### src/rtl/misaligned_access_bridge.sv
module misaligned_access_bridge #(
  parameter int ADDR_W = 16
) (
  input  logic              clk,
  input  logic              rst_n,
  input  logic              req_valid,
  output logic              req_ready,
  input  logic              req_write,
  input  logic              req_wide,
  input  logic [ADDR_W-1:0] req_addr,
  input  logic [31:0]       req_wdata,
  output logic [31:0]       rsp_rdata,
  output logic              last_split,
  output logic              mem_en,
  output logic [ADDR_W-3:0] mem_addr,
  output logic [3:0]        mem_be,
  output logic [31:0]       mem_wdata,
  input  logic [31:0]       mem_rdata
);
  localparam int WA_W = ADDR_W - 2;

  typedef enum logic [1:0] {IDLE, FIRST, SECOND} st_t;
  st_t st;
  logic [31:0] lo_q;

  logic [1:0]      off;
  logic [WA_W-1:0] wa;
  logic            split;
  logic [63:0]     wsh;
  logic [7:0]      msk;
  logic [63:0]     rcat;
  logic [31:0]     rtop;

  assign off   = req_addr[1:0];
  assign wa    = req_addr[ADDR_W-1:2];
  assign split = req_wide ? (off != 2'd0) : (off == 2'd3);

  assign wsh = (req_wide ? {req_wdata, 32'h0} : {req_wdata[15:0], 48'h0}) >> {off, 3'b000};
  assign msk = (req_wide ? 8'hF0 : 8'hC0) >> off;

  assign rcat = (st == SECOND) ? {lo_q, mem_rdata} : {mem_rdata, 32'h0};
  assign rtop = 32'(rcat >> (6'd32 - {1'b0, off, 3'b000}));
  assign rsp_rdata = req_wide ? rtop : {16'h0, rtop[31:16]};

  assign mem_en    = (st == IDLE && req_valid) || (st == FIRST && split);
  assign mem_addr  = (st == FIRST) ? wa + WA_W'(1) : wa;
  assign mem_be    = (mem_en && req_write) ? ((st == FIRST) ? msk[3:0] : msk[7:4]) : 4'h0;
  assign mem_wdata = (st == FIRST) ? wsh[31:0] : wsh[63:32];
  assign req_ready = (st == FIRST && !split) || st == SECOND;

  always_ff @(posedge clk) begin
    if (!rst_n) begin
      st         <= IDLE;
      lo_q       <= 32'h0;
      last_split <= 1'b0;
    end else begin
      case (st)
        IDLE:   if (req_valid) st <= FIRST;
        FIRST:  if (split) begin
                  lo_q <= mem_rdata;
                  st   <= SECOND;
                end else begin
                  st         <= IDLE;
                  last_split <= 1'b0;
                end
        SECOND: begin
                  st         <= IDLE;
                  last_split <= 1'b1;
                end
        default: st <= IDLE;
      endcase
    end
  end


  ready_pulse_chk: assert property (@(posedge clk) disable iff (!rst_n)
    req_ready |=> !req_ready);


  second_word_chk: assert property (@(posedge clk) disable iff (!rst_n)
    (st == FIRST && mem_en) |-> mem_addr == WA_W'($past(mem_addr) + 1'b1));


  read_no_strobe_chk: assert property (@(posedge clk) disable iff (!rst_n)
    (mem_en && !req_write) |-> mem_be == 4'h0);


  write_has_strobe_chk: assert property (@(posedge clk) disable iff (!rst_n)
    (mem_en && req_write) |-> mem_be != 4'h0);


  done_after_access_chk: assert property (@(posedge clk) disable iff (!rst_n)
    req_ready |-> $past(mem_en));
endmodule

### config.mk
export PLATFORM = sky130hd
export DESIGN_NAME = misaligned_access_bridge
export DESIGN_NICKNAME = d
export VERILOG_FILES = /design/src/rtl/misaligned_access_bridge.sv
export SDC_FILE = /design/constraint.sdc
export NUM_CORES = 1
export LEC_CHECK = 0
export ABC_AREA = 1
export BUFFER_PORTS_ARGS = -buffer_cell sky130_fd_sc_hd__buf_4
export CAP_MARGIN = 20
export CORE_UTILIZATION = 33
export DETAILED_ROUTE_END_ITERATION = 6
export GPL_ROUTABILITY_DRIVEN = 0
export PLACE_DENSITY_LB_ADDON = 0.05
export SLEW_MARGIN = 10
export SYNTH_ARGS = -nofsm -noshare
export SYNTH_HDL_FRONTEND = slang
export SYNTH_SLANG_ARGS = --single-unit
export TNS_END_PERCENT = 10
### constraint.sdc
create_clock -name clk -period 3.1 [get_ports clk]
set_input_delay 0.465 -clock clk [delete_from_list [all_inputs] [get_ports clk]]
set_output_delay 0.465 -clock clk [all_outputs]
set_load 0.01 [all_outputs]
# Word level (Yosys, flattened, before mapping)
# Cells that the tools add are included.
[word_totals]
regBits = 35
out_inout_bits = 85
in_bits = 85
[op_classes]
shifts = 3
muxes = 14
add_sub_neg = 2
reduce_logical = 12
eq_ne = 5
[op_table]
columns = ["op", "count"]
rows = [
  ["2-to-1 mux 64 bit", 2],
  ["2-to-1 mux 32 bit", 2],
  [">> shifter 64 x 5 -> 64 bit", 1],
  [">> shifter 64 x 6 -> 32 bit", 1],
  ["adder 14 x 1 -> 14 bit (second input constant)", 1],
  ["2-to-1 mux 14 bit", 1],
  ["2-to-1 mux 4 bit", 2],
  [">> shifter 8 x 2 -> 8 bit", 1],
  ["2-to-1 mux 6 bit", 1],
  ["subtractor 6 x 5 -> 6 bit (first input constant)", 1],
  ["equality test 2 bit (second input constant)", 2],
  ["logical AND 1 bit", 4],
  ["2-to-1 mux 2 bit", 2],
  ["!= test 2 bit (second input constant)", 2],
  ["case mux 2 bit (2 select lines)", 1],
  ["AND reduction 2 bit", 2],
  ["nonzero test 2 bit", 2],
  ["equality test 2 x 1 -> 1 bit (second input constant)", 1],
  ["zero test 2 bit", 1],
  ["logical OR 1 bit", 2],
  ["2-to-1 mux 1 bit", 2],
  ["case mux 1 bit (2 select lines)", 1],
  ["zero test 1 bit", 1],
]

# Longest topological paths before layout
# Gate-level depths: netlist of the first run.
[depth]
depth_word = 6
mapped_depth = 15

# Worst setup path before layout of the first run
# OpenSTA, ideal clock, no wires.
[synth_timing]
path_type = "input -> output"
start = "input req_addr[0]"
end = "output rsp_rdata[16]"
stages = 10
setup_slack_ps = 190
arrival_time_ps = 2445
t_required_ps = 2635
n_path_buf = 5
path_cell_list = "buf_2 inv_1 buf_2 buf_4 buf_2 ha_1 nor2_2 clkbuf_1 nand3_1 a21oi_1"
[synth_between]
elab_chain_len = 3
[synth_rtl]
columns = ["element", "line", "source"]
rows = [
  ["from (decl)", "10", "input logic [ADDR_W-1:0] req_addr,"],
  ["subtractor 6 x 5 -> 6 bit", "42", "assign rtop = 32'(rcat >> (6'd32 - {1'b0, off, 3'b000}));"],
  [">> shifter 64 x 6 -> 32 bit", "42", ""],
  ["2-to-1 mux 32 bit", "43", "assign rsp_rdata = req_wide ? rtop : {16'h0, rtop[31:16]};"],
  ["to (decl)", "12", "output logic [31:0] rsp_rdata,"],
]
# Every way passes these cells.

# Worst setup path in the final report of the first run
[layout_timing]
start = "register st[0]"
end = "output rsp_rdata[11]"
[layout_between]
elab_chain_len = 4
[layout_rtl]
columns = ["element", "line", "source"]
rows = [
  ["from (decl)", "23", "st_t st;"],
  ["from (signal assigned)", "53", "st <= IDLE;"],
  ["from (signal assigned)", "58", "IDLE: if (req_valid) st <= FIRST;"],
  ["from (signal assigned)", "61", "st <= SECOND;"],
  ["equality test 2 bit", "41", "assign rcat = (st == SECOND) ? {lo_q, mem_rdata} : {mem_rdata, 32'h0};"],
  ["2-to-1 mux 64 bit", "41", ""],
  [">> shifter 64 x 6 -> 32 bit", "42", ""],
  ["2-to-1 mux 32 bit", "43", ""],
]
# Every way passes these cells.

==> results of run 1 <==
routing by layer:
metal / share of wire / vias up / track usage
met5: 0 / - / 0
met1: 0.43 / 3112 / 0.320
met3: 0.061 / 44 / 0.0329
li1: - / 3611 / -
met4: 0.029 / 0 / 0.0868
met2: 0.48 / 241 / 0.438
cells by family after synthesis:
kind of cell / after synthesis
flip-flops: 35
adder cells (fa/ha/maj): 3
buffers and inverters: 164
XOR/XNOR: 11
AND/OR/NAND/NOR: 629
AO/OA/AOI/OAI: 173
sequential cells by signal, summed over array words and instances (netlist names):
register    count
last_split      1
st              2
lo_q           32
cells in the mapped netlist (all sizes together):
cell,instances
a211oi,1
clkbuf,30
nor2,33
nand4,9
a31oi,9
dfxtp,35
clkinv,2
nand3,215
o211ai,7
xor2,6
o21ai,61
o221ai,8
ha,3
nand2,368
buf,46
xnor2,5
nor3,4
inv,86
a21oi,66
o22ai,21
worst min-delay path, delay by kind of cell (launching register included):
family,cells,cell delay [ns]
AO/OA/AOI/OAI,1,0.06
flip-flops,1,0.29
buffers and inverters,1,0.06
cell usage in the layout (no fill, tap or decap), drive strengths merged:
| cell | count |
|---|---|
| nand4 | 9 |
| nand2 | 368 |
| nand3 | 215 |
| dfxtp | 35 |
| nor3 | 4 |
| a31oi | 9 |
| buf | 191 |
| o221ai | 8 |
| o21ai | 61 |
| clkbuf | 6 |
| clkinvlp | 1 |
| inv | 86 |
| o22ai | 21 |
| a21oi | 66 |
| ha | 3 |
| clkinv | 3 |
| xnor2 | 5 |
| nor2 | 33 |
| xor2 | 6 |
| o211ai | 7 |
| a211oi | 1 |
power by group through the flow:
stage / Sequential, mW / Clock [mW] / Combinational (mW)
after floorplan: 0.490 / 0 / 0.579
after global routing: 0.484 / 0.553 / 1.11
after CTS: 0.481 / 0.533 / 1.00
final: 0.481 / 0.516 / 0.997
after detailed placement: 0.491 / 0 / 0.997
after global placement: 0.491 / 0 / 1.00
layout make-up:
cell class,count,area share
Tap cell,188,0.0354
Multi-Input combinational cell,816,0.567
Timing Repair Buffer,191,0.221
Sequential cell,35,0.105
Clock inverter,2,0.00188
Inverter,88,0.0497
Clock buffer,6,0.0194
worst max-delay path by stage:
stage,end
finish,rsp_rdata[11]
global placement,rsp_rdata[26]
global route,rsp_rdata[3]
detailed placement,rsp_rdata[26]
floorplan,rsp_rdata[16]
CTS,rsp_rdata[3]
==> results.ini, run 1 <==
[outcome]
outcome = complete, no violations

[sta]
relSlewSlack = 0.479
rsz0062_at_grt = no
worst_slew_pin_slew_ns = 0.779
finalSetupTns_ns = 0
period_share = 0.886
post-route-min-period_ns = 2.75
timing.final.ws_setup_ns = 0.353
fmax_ghz = 0.364
hold_slack_ns = 0.451
hold_viol_final = 0
final_max_slew_viol_count = 0
fin_worst_skew_ns = 0.00371
setup_viol = 0

[layout]
seq_area_sq_um = 701
n_fill_cell = 1780
design_area_sq_um = 6650
utilization = 0.437
drive_gt1_frac = 0.184
layout.nets = 1225
syn_to_final_growth_pct = 29.5
antenna_cells = 0
multiInputGateArea_sq_um = 3770
stdcell_count = 1326

[clock_tree]
cts_resized = 0
post_cts_buffers = 0
clock_latency_ns = 0.29
ctsRootBufferMaster = clkbuf_16
clock_path_buffers = 2
cts.clk_slew.worst_paths_ns = 0.06
cts_tree = done
holdBufCountCts = 0
numCtsBuffers = 5
h-tree-depth = 2
cts.sinks = 35

[yosys]
synth_top_area_frac = 0.268
synth_mux_area_frac = 0
synth-compound-area-share = 0.186
synth_top_family_by_area = simple AND/OR/NAND/NOR gates
synth.avg_cell_area_sq_um = 5.06
yosys.area_share.adder = 0.00731
synth.largest_area_cell = nand2_1
yosysSeqAreaShare = 0.136
yosysWarnings = 0
syn_inst = 1015
ys_types = 28
synthesis.nets = 1103
synth-simple-area-share = 0.521
synth_xor_area_frac = 0.0188
syn-cell-area_sq_um = 5130
ys_ff_latch = 35
ys_top_cells_by_area = nand2_1 27%, nand3_1 21%, dfxtp_1 14%

[placement]
port_buffers = 169
place_ws_ns = 0.371
place_area_sq_um = 6500
placed_cells = 1318
place_hpwl_mm = 14.4

[floorplan]
io_pins = 170
die-area_sq_um = 16100
chipWidth_um = 127
die_h_um = 127
start_util = 0.338
core_region_area_sq_um = 15200
row_count = 45

[setup_path]
startpoint = st[0]
cp-start-kind = flip-flop
critPathRequiredTime_ns = 2.63
cp_slowest_stage_delay_ns = 0.58
path_common_cell = nand2_1
cp_max_fo = 36
cp.depth = 10
r2r_start = st[1]
cp_top_family = simple AND/OR/NAND/NOR gates
critPathCaptureType = output pin
cp_cell_sequence = inv_1 > nand2_2 > nand2_1 > nand3_1 > nand3_1 > nand3_1 > nand2_1 > nand2_1 > nand2_1 > buf_4
cpMaxStageDelayCell = nand2_2
arrival_ns = 2.28
worstPathBufferInverterCount = 2
reg2reg_depth = 8
r2r_end = lo_q[26]
critPathKind = reg -> out
rrSetupSlack_ns = 1.05

[power]
clkPwrFrac = 0.259
p_int_mw = 1.18
p_leak_nw = 3.48
seqPwrFrac = 0.241
swShare = 0.410
total_power_mw = 1.99
ir_worst_vdd_v = 0.000178
p_per_area_nw_per_um2 = 300
combinationalPowerShare = 0.500
switching_power_mw = 0.817

[route]
dr.pass1.iters = 5
drt_wl_total_mm = 20.3
vias = 7008
viasPerCell = 5.29
wire_per_inst_um = 15.3
dr.first_iter.drc_count = 580
antenna_left = 0
drc = 0

[worst_hold_path]
hp-start = lo_q[29]
hold_depth = 2
hold_path.class = reg -> reg
min_to = lo_q[29]

[global_routing]
track_usage = 0.252
grt_pass1_wl_mm = 32.9
grt-ovfl-total = 0
antenna_found_initial = 0
grt_pass1_vias = 6577
grt_max_degree = 112

[run]
max_cap_viol_count = 0

Power figures use the tool's default switching activity.
==> inputs of run 2 (changes only) <==
--- a/config.mk
+++ b/config.mk
@@ -8,7 +8,7 @@
 export ABC_AREA = 1
 export BUFFER_PORTS_ARGS = -buffer_cell sky130_fd_sc_hd__buf_4
 export CAP_MARGIN = 20
-export CORE_UTILIZATION = 33
+export CORE_UTILIZATION = 53
 export DETAILED_ROUTE_END_ITERATION = 6
 export GPL_ROUTABILITY_DRIVEN = 0
 export PLACE_DENSITY_LB_ADDON = 0.05
==> results.ini, run 2 (synthesized netlist as in run 1, its figures left out) <==
[sta]
final_max_slew_viol_count = 0  ; unchanged
post-route-min-period_ns = 2.80  ; was 2.75 ns
finalSetupTns_ns = 0  ; unchanged
setup_viol = 0  ; unchanged
period_share = 0.903  ; was 0.886
timing.final.ws_setup_ns = 0.301  ; was 0.353 ns
relSlewSlack = 0.408  ; was 0.479
fin_worst_skew_ns = 0.00834  ; was 0.00371 ns
hold_viol_final = 0  ; unchanged
worst_slew_pin_slew_ns = 0.889  ; was 0.779 ns
fmax_ghz = 0.357  ; was 0.364 GHz
rsz0062_at_grt = no  ; unchanged

[setup_path]
cp-start-kind = primary input  ; was flip-flop
path_common_cell = nand2_1  ; unchanged
critPathRequiredTime_ns = 2.63  ; about the same
cp_cell_sequence = buf_4 > buf_4 > ha_1 > nand2_1 > o21ai_1 > nand2_1 > nand2_1 > nand2_1 > a211oi_1 > buf_4  ; was inv_1 > nand2_2 > nand2_1 > nand3_1 > nand3_1 > nand3_1 > nand2_1 > nand2_1 > nand2_1 > buf_4
cpMaxStageDelayCell = buf_4  ; was nand2_2
critPathKind = in -> out  ; was reg -> out
cp_max_fo = 91  ; was 36
cp_slowest_stage_delay_ns = 0.67  ; was 0.58 ns
reg2reg_depth = 8  ; unchanged
critPathCaptureType = output pin  ; unchanged
arrival_ns = 2.33  ; was 2.28 ns
cp.depth = 10  ; unchanged
worstPathBufferInverterCount = 3  ; was 2
cp_top_family = buffers and inverters  ; was simple AND/OR/NAND/NOR gates

[route]
dr.first_iter.drc_count = 644  ; was 580
drc = 0  ; unchanged
vias = 7299  ; was 7008
viasPerCell = 5.76  ; was 5.29
wire_per_inst_um = 13.7  ; was 15.3 um
drt_wl_total_mm = 17.4  ; was 20.3 mm
dr.pass1.iters = 5  ; unchanged
antenna_left = 0  ; unchanged

[layout]
syn_to_final_growth_pct = 26.8  ; was 29.5%
antenna_cells = 0  ; unchanged
drive_gt1_frac = 0.184  ; unchanged
final_common_cell = nand2_1  ; unchanged
final_cell_mix = 366 x nand2_1, 215 x nand3_1, 190 x buf_4  ; was 365 x nand2_1, 215 x nand3_1, 188 x buf_4
largest_reg_flops = 32  ; unchanged
n_fill_cell = 937  ; was 1780
top_regs = lo_q x32, st x2, last_split x1  ; unchanged
layout.nets = 1226  ; was 1225
seq_area_sq_um = 701  ; unchanged
top_register = lo_q  ; unchanged
multiInputGateArea_sq_um = 3760  ; was 3770 sq um

[clock_tree]
h-tree-depth = 2  ; unchanged
cts.sinks = 35  ; unchanged
ctsRootBufferMaster = clkbuf_8  ; was clkbuf_16
cts.clk_slew.worst_paths_ns = 0.08  ; was 0.06 ns
cts_tree = done  ; unchanged
holdBufCountCts = 0  ; unchanged
post_cts_buffers = 0  ; unchanged
clock_path_buffers = 2  ; unchanged
clock_latency_ns = 0.30  ; was 0.29 ns
numCtsBuffers = 5  ; unchanged
cts_resized = 0  ; unchanged

[global_routing]
track_usage = 0.344  ; was 0.252
antenna_found_initial = 0  ; unchanged
grt_pass1_wl_mm = 28.6  ; was 32.9 mm
grt-ovfl-total = 0  ; unchanged
grt_max_degree = 112  ; unchanged
grt_pass1_vias = 6280  ; was 6577

[power]
swShare = 0.423  ; was 0.410
p_leak_nw = 3.46  ; was 3.48 nW
seqPwrFrac = 0.264  ; was 0.241
clkPwrFrac = 0.200  ; was 0.259
combinationalPowerShare = 0.536  ; was 0.500
p_int_mw = 1.05  ; was 1.18 mW
ir_worst_vdd_v = 0.000180  ; was 0.000178 V
switching_power_mw = 0.770  ; was 0.817 mW
p_per_area_nw_per_um2 = 280  ; was 300 nW/um^2
total_power_mw = 1.82  ; was 1.99 mW

[floorplan]
io_pins = 170  ; unchanged
die-area_sq_um = 10100  ; was 16100 sq um
die_h_um = 100  ; was 127 um
core_region_area_sq_um = 9330  ; was 15200 sq um
start_util = 0.550  ; was 0.338
row_count = 35  ; was 45
chipWidth_um = 100  ; was 127 um

[placement]
place_hpwl_mm = 12.1  ; was 14.4 mm
place_ws_ns = 0.326  ; was 0.371 ns
port_buffers = 169  ; unchanged

[outcome]
outcome = complete, no violations  ; unchanged

[worst_hold_path]
hold_path.class = reg -> reg  ; unchanged
hold_depth = 2  ; unchanged

[run]
max_cap_viol_count = 0  ; unchanged

run 2: cell count changes in the layout (fill, tap and decap cells not counted), sizes merged:
cell / change
buf: +1
clkinvlp: -1
run 2: per-layer routing:
metal  vias up  share of wire  track usage
met4         0          0.034        0.120
met3        64          0.093       0.0390
met1      3240           0.40        0.438
met2       385           0.48        0.597
met5         -              0            0
li1       3610              -            -
run 2: metrics by stage:
stage / util / cell area [sq um] / hold slack, ns / instances
global route: 0.698 / 6510 / 0.477 / 1267
floorplan: - / 5130 / 0.429 / 1015
global placement: 0.689 / 6420 / 0.441 / 1260
finish: 0.698 / 6510 / 0.455 / 1267
CTS: 0.698 / 6510 / 0.457 / 1267
detailed placement: 0.689 / 6420 / 0.446 / 1260
run 2: tightest hold or removal path: cells and delay by family, from the launching register on:
kind | cells | cell delay [ns]
flip-flops | 1 | 0.30
buffers and inverters | 1 | 0.06
AO/OA/AOI/OAI | 1 | 0.05
run 2: power groups by stage:
stage	Sequential (mW)	Clock, mW	Combinational [mW]
2_1_floorplan	0.490	0	0.579
3_3_place_gp	0.490	0	0.956
3_5_place_dp	0.491	0	0.964
4_1_cts	0.481	0.362	0.968
5_1_grt	0.483	0.380	1.09
6_report	0.481	0.364	0.977
run 2: worst paths after layout:
path         slack (ns)        end   startpoint
max                0.30  mem_be[3]  req_addr[0]
min                0.45   lo_q[23]     lo_q[23]
max reg2reg        0.92   lo_q[26]        st[1]
min reg2reg        0.45   lo_q[23]     lo_q[23]
run 2: layout make-up:
class                           instances  share of cell area
Tap cell                              129              0.0248
Inverter                               88              0.0507
Clock buffer                            6              0.0127
Sequential cell                        35               0.108
Multi-Input combinational cell        816               0.578
Clock inverter                          1            0.000769
Timing Repair Buffer                  192               0.225
==> inputs of run 3 (changes only) <==
==> constraint.sdc (replaced) <==
create_clock -name clk -period 3.2 [get_ports clk]
set_input_delay 0.48 -clock clk [delete_from_list [all_inputs] [get_ports clk]]
set_output_delay 0.48 -clock clk [all_outputs]
set_load 0.01 [all_outputs]
==> results.ini, run 3 (synthesized netlist as in run 1, its figures left out) <==
[global_routing]
grt_pass1_wl_mm = 28.7  ; was 28.6 mm
grt_max_degree = 112  ; unchanged
track_usage = 0.345  ; was 0.344
grt-ovfl-total = 0  ; unchanged
antenna_found_initial = 0  ; unchanged
grt_pass1_vias = 6351  ; was 6280

[route]
viasPerCell = 5.61  ; was 5.76
dr.pass1.iters = 6  ; was 5
dr.first_iter.drc_count = 547  ; was 644
wire_per_inst_um = 13.7  ; about the same
antenna_left = 0  ; unchanged
drt_wl_total_mm = 17.4  ; about the same
vias = 7116  ; was 7299
drc = 0  ; unchanged

[sta]
setup_viol = 0  ; unchanged
period_share = 0.861
worst_slew_pin_slew_ns = 0.662  ; was 0.889 ns
post-route-min-period_ns = 2.75
final_max_slew_viol_count = 0  ; unchanged
relSlewSlack = 0.558  ; was 0.408
fmax_ghz = 0.363
fin_worst_skew_ns = 0.0108  ; was 0.00834 ns
finalSetupTns_ns = 0  ; unchanged
rsz0062_at_grt = no  ; unchanged
hold_viol_final = 0  ; unchanged

[layout]
antenna_cells = 0  ; unchanged
syn_to_final_growth_pct = 27.2  ; was 26.8%
stdcell_count = 1268  ; was 1267
top_register = lo_q  ; unchanged
final_cell_mix = 366 x nand2_1, 215 x nand3_1, 189 x buf_4  ; was 366 x nand2_1, 215 x nand3_1, 190 x buf_4
final_common_cell = nand2_1  ; unchanged
n_fill_cell = 942  ; was 937
drive_gt1_frac = 0.184  ; about the same
top_regs = lo_q x32, st x2, last_split x1  ; unchanged
design_area_sq_um = 6530  ; was 6510 sq um
utilization = 0.700  ; was 0.698
layout.nets = 1226  ; unchanged
largest_reg_flops = 32  ; unchanged

[setup_path]
path_common_cell = buf_4  ; was nand2_1
arrival_ns = 2.27  ; was 2.33 ns
critPathKind = in -> out  ; unchanged
critPathRequiredTime_ns = 2.72  ; was 2.63 ns
cp-start-kind = primary input  ; unchanged
cp_top_family = buffers and inverters  ; unchanged
cp_cell_sequence = buf_4 > clkinv_1 > ha_1 > clkinv_1 > buf_4 > nand3_1 > nand2_1 > inv_1 > nand2_1 > a21oi_1 > buf_4  ; was buf_4 > buf_4 > ha_1 > nand2_1 > o21ai_1 > nand2_1 > nand2_1 > nand2_1 > a211oi_1 > buf_4
worstPathBufferInverterCount = 6  ; was 3
critPathCaptureType = output pin  ; unchanged
cpMaxStageDelayCell = ha_1  ; was buf_4
cp_slowest_stage_delay_ns = 0.48  ; was 0.67 ns
cp_max_fo = 36  ; was 91

[clock_tree]
cts.sinks = 35  ; unchanged
numCtsBuffers = 5  ; unchanged
holdBufCountCts = 0  ; unchanged
h-tree-depth = 2  ; unchanged
clock_latency_ns = 0.31  ; was 0.30 ns
post_cts_buffers = 0  ; unchanged
clock_path_buffers = 2  ; unchanged
cts_resized = 0  ; unchanged
cts.clk_slew.worst_paths_ns = 0.08  ; about the same
cts_tree = done  ; unchanged
ctsRootBufferMaster = clkbuf_8  ; unchanged

[floorplan]
io_pins = 170  ; unchanged
start_util = 0.550  ; unchanged
core_region_area_sq_um = 9330  ; unchanged
row_count = 35  ; unchanged
chipWidth_um = 100  ; unchanged
die-area_sq_um = 10100  ; unchanged
die_h_um = 100  ; unchanged

[power]
p_per_area_nw_per_um2 = 271  ; was 280 nW/um^2
ir_worst_vdd_v = 0.000132  ; was 0.000180 V
p_leak_nw = 3.46  ; about the same

[placement]
placed_cells = 1260  ; unchanged
place_hpwl_mm = 12.2  ; was 12.1 mm
port_buffers = 169  ; unchanged
place_area_sq_um = 6440  ; was 6420 sq um

[worst_hold_path]
hold_path.class = reg -> reg  ; unchanged

[run]
max_cap_viol_count = 0  ; unchanged

[outcome]
outcome = complete, no violations  ; unchanged

[run 3: final cells by class]
type / instances / area (sq um) / area share
Clock buffer: 5 / 68.8 / 0.0105
Timing Repair Buffer: 192 / 1480 / 0.226
Sequential cell: 35 / 701 / 0.107
Inverter: 88 / 330 / 0.0506
Tap cell: 129 / 161 / 0.0247
Multi-Input combinational cell: 816 / 3760 / 0.577
Clock inverter: 3 / 25.0 / 0.00383
[run 3: final timing paths]
kind | to | slack (ns) | depth (start not counted) | start
max | rsp_rdata[20] | 0.45 | 11 | req_addr[1]
min | lo_q[18] | 0.45 | 2 | lo_q[18]
max reg2reg | lo_q[24] | 0.99 | 8 | st[1]
min reg2reg | lo_q[18] | 0.45 | 2 | lo_q[18]
[run 3: power by group]
group          leakage (nW)  switching (mW)  internal (mW)
Clock                0.0443           0.200          0.156
Combinational          3.13           0.553          0.394
Sequential            0.285         0.00796          0.458
[run 3: per-stage QoR]
stage               total power, mW  setup slack (ns)  hold slack [ns]
global placement               1.41             0.494            0.438
detailed placement             1.41             0.475            0.442
floorplan                      1.04             0.260            0.429
CTS                            1.77             0.473            0.452
finish                         1.77             0.445            0.452
global route                   1.91             0.280            0.474
[run 3: worst register-to-register path: stages, from the launching register on]
cell and delay (ns):
dfxtp_1 0.38, inv_2 0.08, nand2_2 0.35, inv_2 0.18, nand2_1 0.13, buf_4 0.47, inv_1 0.30, nor2_1 0.15
nor2_1 0.05
[run 3: routing by layer]
layer | GRT usage | up-vias | share of wire
li1 | - | 3618 | -
met1 | 0.434 | 3093 | 0.41
met2 | 0.592 | 348 | 0.47
met3 | 0.0620 | 57 | 0.090
met4 | 0.117 | 0 | 0.033
met5 | 0 | - | 0
